**src/rtl/osctrim_pkg.sv**
```systemverilog
package osctrim_pkg;

  localparam int unsigned MODE_W = 3;

  typedef enum logic [MODE_W-1:0] {
    OSC_LP        = 3'b000,
    OSC_XT        = 3'b001,
    OSC_HS        = 3'b010,
    OSC_EXTCLK    = 3'b011,
    OSC_INTRC_IO  = 3'b100,
    OSC_INTRC_CLK = 3'b101,
    OSC_EXTRC_IO  = 3'b110,
    OSC_EXTRC_CLK = 3'b111
  } osc_mode_e;

  function automatic logic mode_drives_clk(input logic [MODE_W-1:0] m);
    return (m == OSC_INTRC_CLK) || (m == OSC_EXTRC_CLK);
  endfunction

  typedef struct packed {
    logic val;
    logic oe;
  } pin_drv_t;

endpackage

```
**src/rtl/osctrim_reg.sv**
```systemverilog
module osctrim_reg #(
  parameter int unsigned DATA_W   = 8,
  parameter int unsigned TRIM_LSB = 2,
  parameter logic [DATA_W-1:0] RST_VAL = 8'h80
) (
  input  logic                       clk,
  input  logic                       rst,
  input  logic                       wr_en,
  input  logic [DATA_W-1:0]          wr_data,
  output logic [DATA_W-1:0]          rd_data,
  output logic [DATA_W-TRIM_LSB-1:0] code
);
  localparam int unsigned TRIM_W = DATA_W - TRIM_LSB;
  localparam logic [TRIM_W-1:0] RST_CODE = RST_VAL[DATA_W-1:TRIM_LSB];

  logic [TRIM_W-1:0] code_q;

  always_ff @(posedge clk) begin
    if (rst) begin
      code_q <= RST_CODE;
    end else if (wr_en) begin
      code_q <= wr_data[DATA_W-1:TRIM_LSB];
    end
  end

  generate
    if (TRIM_LSB == 0) begin : g_full
      assign rd_data = code_q;
    end else begin : g_pad
      assign rd_data = {code_q, {TRIM_LSB{1'b0}}};
    end
  endgenerate

  assign code = code_q;
endmodule

```
**src/rtl/osctrim_clkdiv.sv**
```systemverilog
module osctrim_clkdiv #(
  parameter int unsigned DIV = 4
) (
  input  logic clk,
  input  logic rst,
  output logic div_o
);
  localparam int unsigned CNT_W = (DIV > 2) ? $clog2(DIV) : 1;
  localparam logic [CNT_W-1:0] LAST = CNT_W'(DIV - 1);
  localparam logic [CNT_W-1:0] HALF = CNT_W'(DIV / 2);

  logic [CNT_W-1:0] cnt_q;
  logic [CNT_W-1:0] cnt_nxt;
  logic             div_q;

  always_comb begin
    if (cnt_q == LAST) cnt_nxt = '0;
    else               cnt_nxt = cnt_q + 1'b1;
  end

  always_ff @(posedge clk) begin
    if (rst) begin
      cnt_q <= '0;
      div_q <= 1'b0;
    end else begin
      cnt_q <= cnt_nxt;
      div_q <= (cnt_nxt >= HALF);
    end
  end

  assign div_o = div_q;
endmodule

```
**src/rtl/osctrim_pinmux.sv**
```systemverilog
module osctrim_pinmux
  import osctrim_pkg::*;
(
  input  logic              clk,
  input  logic              rst,
  input  logic [MODE_W-1:0] mode,
  input  logic              div_clk,
  input  logic              gpio_o,
  input  logic              gpio_oe,
  output logic              pin_o,
  output logic              pin_oe
);
  pin_drv_t sel_d;
  pin_drv_t drv_q;

  always_comb begin
    if (mode_drives_clk(mode)) begin
      sel_d.val = div_clk;
      sel_d.oe  = 1'b1;
    end else begin
      sel_d.val = gpio_o;
      sel_d.oe  = gpio_oe;
    end
  end

  always_ff @(posedge clk) begin
    if (rst) drv_q <= '0;
    else     drv_q <= sel_d;
  end

  assign pin_o  = drv_q.val;
  assign pin_oe = drv_q.oe;
endmodule

```
**src/rtl/osctrim_ctrl.sv**
```systemverilog
module osctrim_ctrl
  import osctrim_pkg::*;
#(
  parameter int unsigned DATA_W   = 8,
  parameter int unsigned TRIM_LSB = 2,
  parameter logic [DATA_W-1:0] RST_VAL = 8'h80,
  parameter int unsigned CLK_DIV  = 4
) (
  input  logic                       clk,
  input  logic                       rst,
  input  logic                       wr_en,
  input  logic [DATA_W-1:0]          wr_data,
  output logic [DATA_W-1:0]          rd_data,
  output logic [DATA_W-TRIM_LSB-1:0] trim_code,
  input  logic [MODE_W-1:0]          mode_cfg,
  input  logic                       gpio_o,
  input  logic                       gpio_oe,
  output logic                       pin_o,
  output logic                       pin_oe
);
  logic div_clk;

  osctrim_reg #(
    .DATA_W  (DATA_W),
    .TRIM_LSB(TRIM_LSB),
    .RST_VAL (RST_VAL)
  ) u_reg (
    .clk    (clk),
    .rst    (rst),
    .wr_en  (wr_en),
    .wr_data(wr_data),
    .rd_data(rd_data),
    .code   (trim_code)
  );

  osctrim_clkdiv #(
    .DIV(CLK_DIV)
  ) u_div (
    .clk  (clk),
    .rst  (rst),
    .div_o(div_clk)
  );

  osctrim_pinmux u_mux (
    .clk    (clk),
    .rst    (rst),
    .mode   (mode_cfg),
    .div_clk(div_clk),
    .gpio_o (gpio_o),
    .gpio_oe(gpio_oe),
    .pin_o  (pin_o),
    .pin_oe (pin_oe)
  );
endmodule

```
**config.mk**
```make
export PLATFORM = sky130hd
export DESIGN_NAME = osctrim_ctrl
export DESIGN_NICKNAME = d
export VERILOG_FILES = /design/src/rtl/osctrim_pkg.sv /design/src/rtl/osctrim_reg.sv /design/src/rtl/osctrim_clkdiv.sv /design/src/rtl/osctrim_pinmux.sv /design/src/rtl/osctrim_ctrl.sv
export SDC_FILE = /design/constraint.sdc
export NUM_CORES = 1
export LEC_CHECK = 0
export BUFFER_PORTS_ARGS = -buffer_cell sky130_fd_sc_hd__buf_2
export CAP_MARGIN = 20
export CORE_UTILIZATION = 31
export CTS_CLUSTER_SIZE = 25
export DETAILED_ROUTE_END_ITERATION = 12
export PLACE_DENSITY = 0.65
export SETUP_SLACK_MARGIN = 0.1
export SKIP_CTS_REPAIR_TIMING = 1
export SYNTH_ARGS = -nofsm -noshare
export SYNTH_HDL_FRONTEND = slang
export SYNTH_SLANG_ARGS = --single-unit
```
**constraint.sdc**
```tcl
create_clock -name clk -period 0.8 [get_ports clk]
set_input_delay 0.08 -clock clk [delete_from_list [all_inputs] [get_ports clk]]
set_output_delay 0.08 -clock clk [all_outputs]
set_load 0.01 [all_outputs]
```
==> results of run 1 <==
power groups by stage:
stage	sequential (mW)	combinational [mW]	clock, mW
2_1_floorplan	0.579	0.113	0
3_3_place_gp	0.565	0.168	0
3_5_place_dp	0.566	0.169	0
4_1_cts	0.555	0.170	0.469
5_1_grt	0.575	0.231	0.484
6_report	0.571	0.206	0.460
area by class of cell:
cell class              instances  area, um^2  area share (%)
flip-flops and latches         10         210            34.4
repair buffers                 28         183            29.9
well taps                      14        17.5            2.87
clock buffers                   4        36.3            5.94
multi-input cells              22         164            26.8
cell usage in the layout (no fill, tap or decap):
cell      netlist  routed
a211o_1         1       1
a21bo_1         1       1
a21oi_1         2       2
buf_2           0      20
buf_4           9       2
buf_6           1       6
clkbuf_4        0       3
clkbuf_8        0       1
conb_1          1       2
dfxtp_1        10       2
dfxtp_2         0       8
ha_4            0       1
mux2i_1         5       5
nand3_1         1       1
nor2_1          6       6
nor2b_1         1       1
nor2b_2         1       1
nor3_2          0       1
stage by stage:
stage / area, um^2 / setup WS [ns]
after floorplan: 427 / 0.0148
after global placement: 503 / -0.00417
after detailed placement: 503 / -0.00357
after CTS: 539 / -0.0470
after global routing: 611 / -0.0325
final: 611 / -0.0102
sequential cells by signal, indices dropped and copies added, names as in the netlist:
| name | cells |
|---|---|
| u_div.div_o | 1 |
| u_mux.pin_o | 1 |
| u_mux.pin_oe | 1 |
| u_reg.code | 6 |
| u_div.cnt_q | 1 |
layer usage:
metal / track usage (%) / share of wire, % / vias up
met2: 15.4 / 46 / 15
met4: 10.3 / 0 / 0
met1: 11.8 / 47 / 146
li1: - / - / 168
met3: 3.47 / 6.5 / 0
met5: 0 / 0 / -
kinds of logic (layout without fill, tap and decap cells):
kind of cell / Yosys count / count (layout)
simple gates: 10 / 10
other cells: 1 / 2
buf+inv: 10 / 32
compound gates: 4 / 4
mux: 5 / 5
flops: 10 / 10
fa+ha+maj: 1 / 1
cells in the mapped netlist:
master    n  share of area, %
dfxtp_1  10                47
buf_4     9                16
nor2_1    6               5.3
mux2i_1   5                12
a21oi_1   2               2.4
a211o_1   1               2.1
a21bo_1   1               2.4
buf_6     1               2.7
conb_1    1              0.89
ha_1      1               3.0
nand3_1   1               1.2
nor2b_1   1               1.5
nor2b_2   1               2.1
nor3_1    1               1.2
final timing paths:
check,endpoint,slack (ns),cells after the start,start
worst max-delay path,rd_data[5],-0.01,1,u_reg.code[3]
worst min-delay path,u_mux.pin_oe,0.01,3,gpio_oe
worst max register to register,u_div.div_o,0.01,2,u_div.cnt_q[0]
worst min register to register,u_mux.pin_o,0.50,2,u_div.div_o
==> results.py, run 1 <==
metrics = {
    "outcome": {
        "status": "finished, violations left",
        "violations": "setup timing",
    },
    "critical_path": {
        "critPathKind": "register to primary output",
        "max_stage_delay_ns": 0.36,
        "crit_arrival_ns": 0.73,
        "crit_fanout": 3,
        "cp_top_family": "flip-flops",
        "critPathSlowestCell": "dfxtp_2",
        "worst_setup_path_end_kind": "primary output",
        "worstPathCellList": "buf_6",
        "path_buf_inv": 1,
        "start_kind": "register",
        "required_ns": 0.72,
    },
    "synth": {
        "synth_cells": 41,
        "synth_top_family_by_area": "buffers and inverters",
        "synth_compound_area_share_pct": 6.82,
        "ys_warn_count": 0,
        "synthesis.area_um2": 422,
        "syn_avg_cell_area_um2": 10.3,
        "yosysUniqueCellTypes": 14,
        "synthSimpleGateAreaFrac_pct": 11.3,
        "synthAdderAreaFrac_pct": 2.97,
        "seq_area_frac_synth_pct": 47.5,
        "synth-seq-cells": 10,
        "synthMuxAreaShare_pct": 11.9,
        "synth_xor_area_share_pct": 0,
    },
    "clocking": {
        "cts_buffers": 3,
        "root_buffer": "clkbuf_4",
        "htreeDepth": 1,
        "cts_tree": "built",
        "worstSkewPairLatency_ns": 0.27,
        "clockBufferDepth": 2,
        "cts.clk_slew.worst_paths_ns": 0.07,
        "clkSinkCount": 10,
    },
    "global_routing": {
        "grt_pass1_wl_mm": 1.01,
        "grt_max_degree": 8,
        "grt_pass1_vias": 268,
        "grt_overflow_total": 0,
        "grt_usage_pct": 10.6,
        "antenna_found_initial": 0,
    },
    "sta": {
        "setup_tns_ns": -0.0343,
        "slew_violations": 0,
        "holdWs_ns": 0.0130,
        "fmax_mhz": 1230,
        "report.final.setup_viol": 5,
        "rsz0062_at_grt": "yes",
        "postLayoutSetupSlackWorst_ns": -0.0102,
        "period_needed_ns": 0.810,
        "fin_crit_sh_pct": 101,
        "hold_viol_final": 0,
        "fin_worst_skew_ns": 0.00770,
    },
    "routing": {
        "drc": 0,
        "first_pass_iters": 4,
        "routed_wl_um": 734,
        "viasPerCell": 4.22,
        "ant_nets": 0,
        "via_count": 329,
        "drtIter0Drc": 3,
        "avgRoutedWirePerCell_um": 9.41,
    },
    "run": {
        "cap_violations": 0,
    },
    "power": {
        "max-vdd-ir-drop_mv": 0.969,
        "seq_power_share_pct": 46.2,
        "p_total_mw": 1.24,
        "power_frac_clock_pct": 37.2,
        "p_int_mw": 0.938,
        "p_per_area_nw_per_um2": 2030,
        "net-switching-power_mw": 0.299,
        "swShare_pct": 24.2,
        "leakage_nw": 0.315,
        "power_frac_comb_pct": 16.6,
    },
    "place": {
        "port_buffers": 26,
        "dpl.cell_count": 73,
        "gp_congestion": 0.591,
    },
    "final_layout": {
        "fin_util_pct": 51.5,
        "area_growth_pct": 44.8,
        "finalNetCount": 82,
        "insertedDiodeCount": 0,
        "fillers": 115,
        "fin_cells": 78,
        "drive_gt1_share_pct": 67.2,
    },
    "floorplanning": {
        "num_rows": 12,
        "ios": 32,
        "core_um2": 1190,
        "dieArea_um2": 1510,
        "die_y_um": 38.9,
        "die_x_um": 38.9,
        "initial_core_util_pct": 35.5,
    },
    "hold_path": {
        "hp-class": "primary input to register",
    },
}
Power figures use the tool's default switching activity.
==> inputs of run 2 (changes only) <==
Settings changed: PLACE_DENSITY 0.65 to 0.63.
Clock period 0.8 ns to 0.9 ns, I/O delays scaled along.
==> run 2 against run 1 <==
The flow now finishes without violations. Clock skew shrank 0.0076 ns. Critical path depth is the same. Wire length shrank 2.9%. Critical endpoint unchanged.
==> results.py, run 2 (synthesis gave the netlist of run 1 again) <==
metrics = {
    "outcome": {
        "status": "finished, final reports clean",
    },
    "final_layout": {
        "finalNetCount": 80,
        "multiInputGateArea_um2": 166,
        "largest_reg_flops": 6,
        "area_growth_pct": 32.6,
        "fillers": 121,
        "drive_gt1_share_pct": 65.6,
        "mostFrequentLayoutCells": "24 x buf_2, 8 x dfxtp_2, 6 x nor2_1",
        "regArea_um2": 210,
        "insertedDiodeCount": 0,
        "layout_commonest_cell": "buf_2",
        "stdcell_area_um2": 559,
    },
    "sta": {
        "rsz0062_at_grt": "yes",
        "fmax_mhz": 1240,
        "fin_crit_sh_pct": 89.3,
        "setup_tns_ns": 0,
        "report.final.setup_viol": 0,
        "fin_worst_skew_ns": 0.0000747,
        "period_needed_ns": 0.804,
        "slew_violations": 0,
        "hold_viol_final": 0,
    },
    "clocking": {
        "cts_tree": "built",
        "clockBufferDepth": 2,
        "clkSinkCount": 10,
        "cts_buffers": 3,
        "root_buffer": "clkbuf_4",
        "worstSkewPairLatency_ns": 0.25,
        "htreeDepth": 1,
        "cts.clk_slew.worst_paths_ns": 0.06,
    },
    "critical_path": {
        "critPathKind": "register to primary output",
        "max_stage_delay_ns": 0.36,
        "critPathSlowestCell": "dfxtp_2",
        "worstPathCellList": "buf_6",
        "crit_fanout": 3,
        "cp_top_family": "flip-flops",
        "required_ns": 0.81,
        "crit_arrival_ns": 0.71,
        "start_kind": "register",
        "worst_setup_path_end_kind": "primary output",
        "path_buf_inv": 1,
    },
    "routing": {
        "drc": 0,
        "viasPerCell": 4.20,
        "via_count": 315,
        "avgRoutedWirePerCell_um": 9.51,
        "ant_nets": 0,
        "first_pass_iters": 1,
        "drtIter0Drc": 0,
        "routed_wl_um": 713,
    },
    "power": {
        "swShare_pct": 23.8,
        "net-switching-power_mw": 0.228,
        "p_per_area_nw_per_um2": 1710,
        "power_frac_comb_pct": 17.5,
        "max-vdd-ir-drop_mv": 1.03,
        "seq_power_share_pct": 52.8,
        "power_frac_clock_pct": 29.7,
        "p_int_mw": 0.728,
        "leakage_nw": 0.295,
    },
    "floorplanning": {
        "die_y_um": 38.9,
        "ios": 32,
        "initial_core_util_pct": 35.5,
        "dieArea_um2": 1510,
        "die_x_um": 38.9,
        "core_um2": 1190,
        "num_rows": 12,
    },
    "place": {
        "dpl.hpwl_um": 551,
        "gp_congestion": 0.539,
        "postPlaceCellArea_um2": 494,
        "port_buffers": 26,
    },
    "global_routing": {
        "grt_overflow_total": 0,
        "grt_pass1_vias": 260,
        "grt_max_degree": 11,
        "antenna_found_initial": 0,
        "grt_usage_pct": 11.3,
        "grt_pass1_wl_mm": 1.01,
    },
    "run": {
        "cap_violations": 0,
    },
    "hold_path": {
        "hp-class": "primary input to register",
    },
}
## run 2: routing by layer
metal	global-route usage (%)	share of wire, %	vias to the layer above
met5	0	0	-
met4	7.76	1.8	0
met3	8.67	6.7	2
met2	16.3	49	14
met1	10.9	43	134
li1	-	-	165
## run 2: through the flow
stage | std cells | util, % | total power, mW | hold WS (ns) | setup slack, ns
after floorplan | 42 | - | 0.614 | 0.207 | 0.104
after global placement | 72 | 41.7 | 0.648 | 0.301 | 0.0906
after detailed placement | 72 | 41.7 | 0.652 | 0.305 | 0.0797
after CTS | 75 | 43.6 | 0.947 | 0.0318 | 0.0507
after global routing | 75 | 47.2 | 1.02 | 0.0399 | 0.0619
final | 75 | 47.2 | 0.956 | 0.0451 | 0.0964
## run 2: worst paths after layout
check / slack (ns) / endpoint / depth (start not counted) / from
worst max-delay path: 0.1 / rd_data[5] / 1 / u_reg.code[3]
worst min-delay path: 0.05 / u_mux.pin_oe / 3 / gpio_oe
worst max register to register: 0.12 / u_div.div_o / 2 / u_div.div_o
worst min register to register: 0.43 / u_div.cnt_q[0] / 1 / u_div.cnt_q[0]
## run 2: power by group through the flow
| stage | registers [mW] | clock network (mW) | logic (mW) |
|---|---|---|---|
| global route | 0.510 | 0.318 | 0.190 |
| global placement | 0.501 | 0 | 0.146 |
| detailed placement | 0.503 | 0 | 0.149 |
| finish | 0.505 | 0.284 | 0.167 |
| floorplan | 0.514 | 0 | 0.100 |
| CTS | 0.494 | 0.305 | 0.149 |
## run 2: cell type report
| type | instances | area share (%) |
|---|---|---|
| clock buffers | 3 | 4.03 |
| well taps | 14 | 3.13 |
| flip-flops and latches | 10 | 37.6 |
| multi-input cells | 22 | 29.8 |
| repair buffers | 26 | 25.5 |
==> inputs of run 3 (changes only) <==
Clock period 0.9 ns to 0.8 ns, I/O delays scaled along.
==> run 3 against run 2 <==
The flow now finishes with violations (setup timing). Wire length is 0.14% lower. Hold slack lost 0.021 ns. Setup slack worse by 0.10 ns. Sequential share of layout area is 3.4 points lower. Clock skew is essentially flat. Non-clock buffer count up 2. Cell count up 4.0%. Count of clock-buffer cells in the layout grew 1.
==> results.py, run 3 (synthesis gave the netlist of run 1 again) <==
metrics = {
    "outcome": {
        "status": "finished, violations left",
        "violations": "setup timing",
    },
    "global_routing": {
        "grt_max_degree": 8,
        "grt_usage_pct": 11.4,
        "antenna_found_initial": 0,
        "grt_overflow_total": 0,
        "grt_pass1_wl_mm": 1.01,
        "grt_pass1_vias": 266,
    },
    "power": {
        "max-vdd-ir-drop_mv": 0.874,
        "p_per_area_nw_per_um2": 2000,
        "leakage_nw": 0.319,
    },
    "sta": {
        "fin_worst_skew_ns": 0.0000523,
        "slew_violations": 0,
        "rsz0062_at_grt": "yes",
        "period_needed_ns": 0.807,
        "fmax_mhz": 1240,
        "holdWs_ns": 0.0237,
        "hold_viol_final": 0,
        "report.final.setup_viol": 2,
        "fin_crit_sh_pct": 101,
        "postLayoutSetupSlackWorst_ns": -0.00652,
    },
    "run": {
        "cap_violations": 0,
    },
    "routing": {
        "first_pass_iters": 2,
        "dr_wl_met2_um": 369,
        "drc": 0,
        "via_count": 330,
        "drtIter0Drc": 3,
        "viasPerCell": 4.23,
        "met1_length_um": 271,
        "route.top_layer_used": "met4",
        "wl_met3_um": 63,
        "ant_nets": 0,
        "avgRoutedWirePerCell_um": 9.13,
        "routed_wl_um": 712,
    },
    "critical_path": {
        "start_kind": "register",
        "worstPathCellList": "buf_6",
        "crit_fanout": 3,
        "r2r_cells": 2,
        "r2r_end": "u_div.div_o",
        "required_ns": 0.72,
        "r2r_setup_slack_ns": 0.01,
        "path_buf_inv": 1,
        "critPathSlowestCell": "dfxtp_2",
        "critPathKind": "register to primary output",
        "cp_top_family": "flip-flops",
        "max_stage_delay_ns": 0.36,
        "worstReg2RegStart": "u_div.div_o",
        "worst_setup_path_end_kind": "primary output",
        "crit_arrival_ns": 0.73,
    },
    "clocking": {
        "cts_tree": "built",
        "cts.clk_slew.worst_paths_ns": 0.06,
        "htreeDepth": 1,
        "worstSkewPairLatency_ns": 0.26,
        "root_buffer": "clkbuf_4",
        "clockBufferDepth": 2,
        "cts_buffers": 3,
        "clkSinkCount": 10,
    },
    "final_layout": {
        "layout_commonest_cell": "buf_2",
        "mostFrequentLayoutCells": "22 x buf_2, 8 x dfxtp_2, 6 x nor2_1",
        "largest_reg_flops": 6,
        "insertedDiodeCount": 0,
        "drive_gt1_share_pct": 70.3,
        "area_growth_pct": 46.0,
        "finalNetCount": 82,
    },
    "floorplanning": {
        "ios": 32,
        "initial_core_util_pct": 35.5,
        "die_y_um": 38.9,
        "num_rows": 12,
        "core_um2": 1190,
        "dieArea_um2": 1510,
        "die_x_um": 38.9,
    },
    "place": {
        "gp_congestion": 0.566,
        "port_buffers": 26,
        "pre_cts_ws_ns": -0.00300,
    },
    "hold_path": {
        "holdPathEnd": "u_mux.pin_oe",
        "hold_start": "gpio_oe",
        "hp-class": "primary input to register",
        "worstHoldPathCells": 3,
    },
}
[run 3: worst min-delay path, stage by stage]
cell	delay (ns)
buf_2	0.07
a21oi_1	0.03
nor2_1	0.07
[run 3: worst max path at each step]
stage | to | start | depth (start not counted)
final | rd_data[4] | u_reg.code[2] | 1
after global routing | trim_code[2] | u_reg.code[2] | 1
after CTS | trim_code[2] | u_reg.code[2] | 1
after detailed placement | u_div.div_o | u_div.cnt_q[0] | 2
after global placement | u_div.div_o | u_div.cnt_q[0] | 2
after floorplan | u_div.div_o | u_div.cnt_q[0] | 2
[run 3: report_power, final]
part / internal, mW / switching [mW]
Combinational: 0.122 / 0.0899
Clock: 0.276 / 0.171
Sequential: 0.542 / 0.0293
[run 3: stage by stage]
| step | TNS [ns] | power, mW | util [%] | area (um^2) | instances |
|---|---|---|---|---|---|
| after global placement | -0.00291 | 0.733 | 42.4 | 503 | 73 |
| final | -0.0130 | 1.23 | 51.9 | 616 | 78 |
| after CTS | -0.373 | 1.20 | 45.5 | 539 | 77 |
| after global routing | -0.450 | 1.31 | 51.9 | 616 | 78 |
| after floorplan | 0 | 0.692 | - | 427 | 42 |
| after detailed placement | -0.00300 | 0.736 | 42.4 | 503 | 73 |
[run 3: cell type report]
type                    instances  area, um^2
clock buffers                   4        36.3
fillers                       111         571
flip-flops and latches         10         210
repair buffers                 28         174
well taps                      14        17.5
multi-input cells              22         178
[run 3: layer usage]
layer  GRT usage [%]  up-vias
met3            8.67        2
met4            10.3        0
met1            8.80      137
li1                -      171
met2            17.9       20
met5               0        -
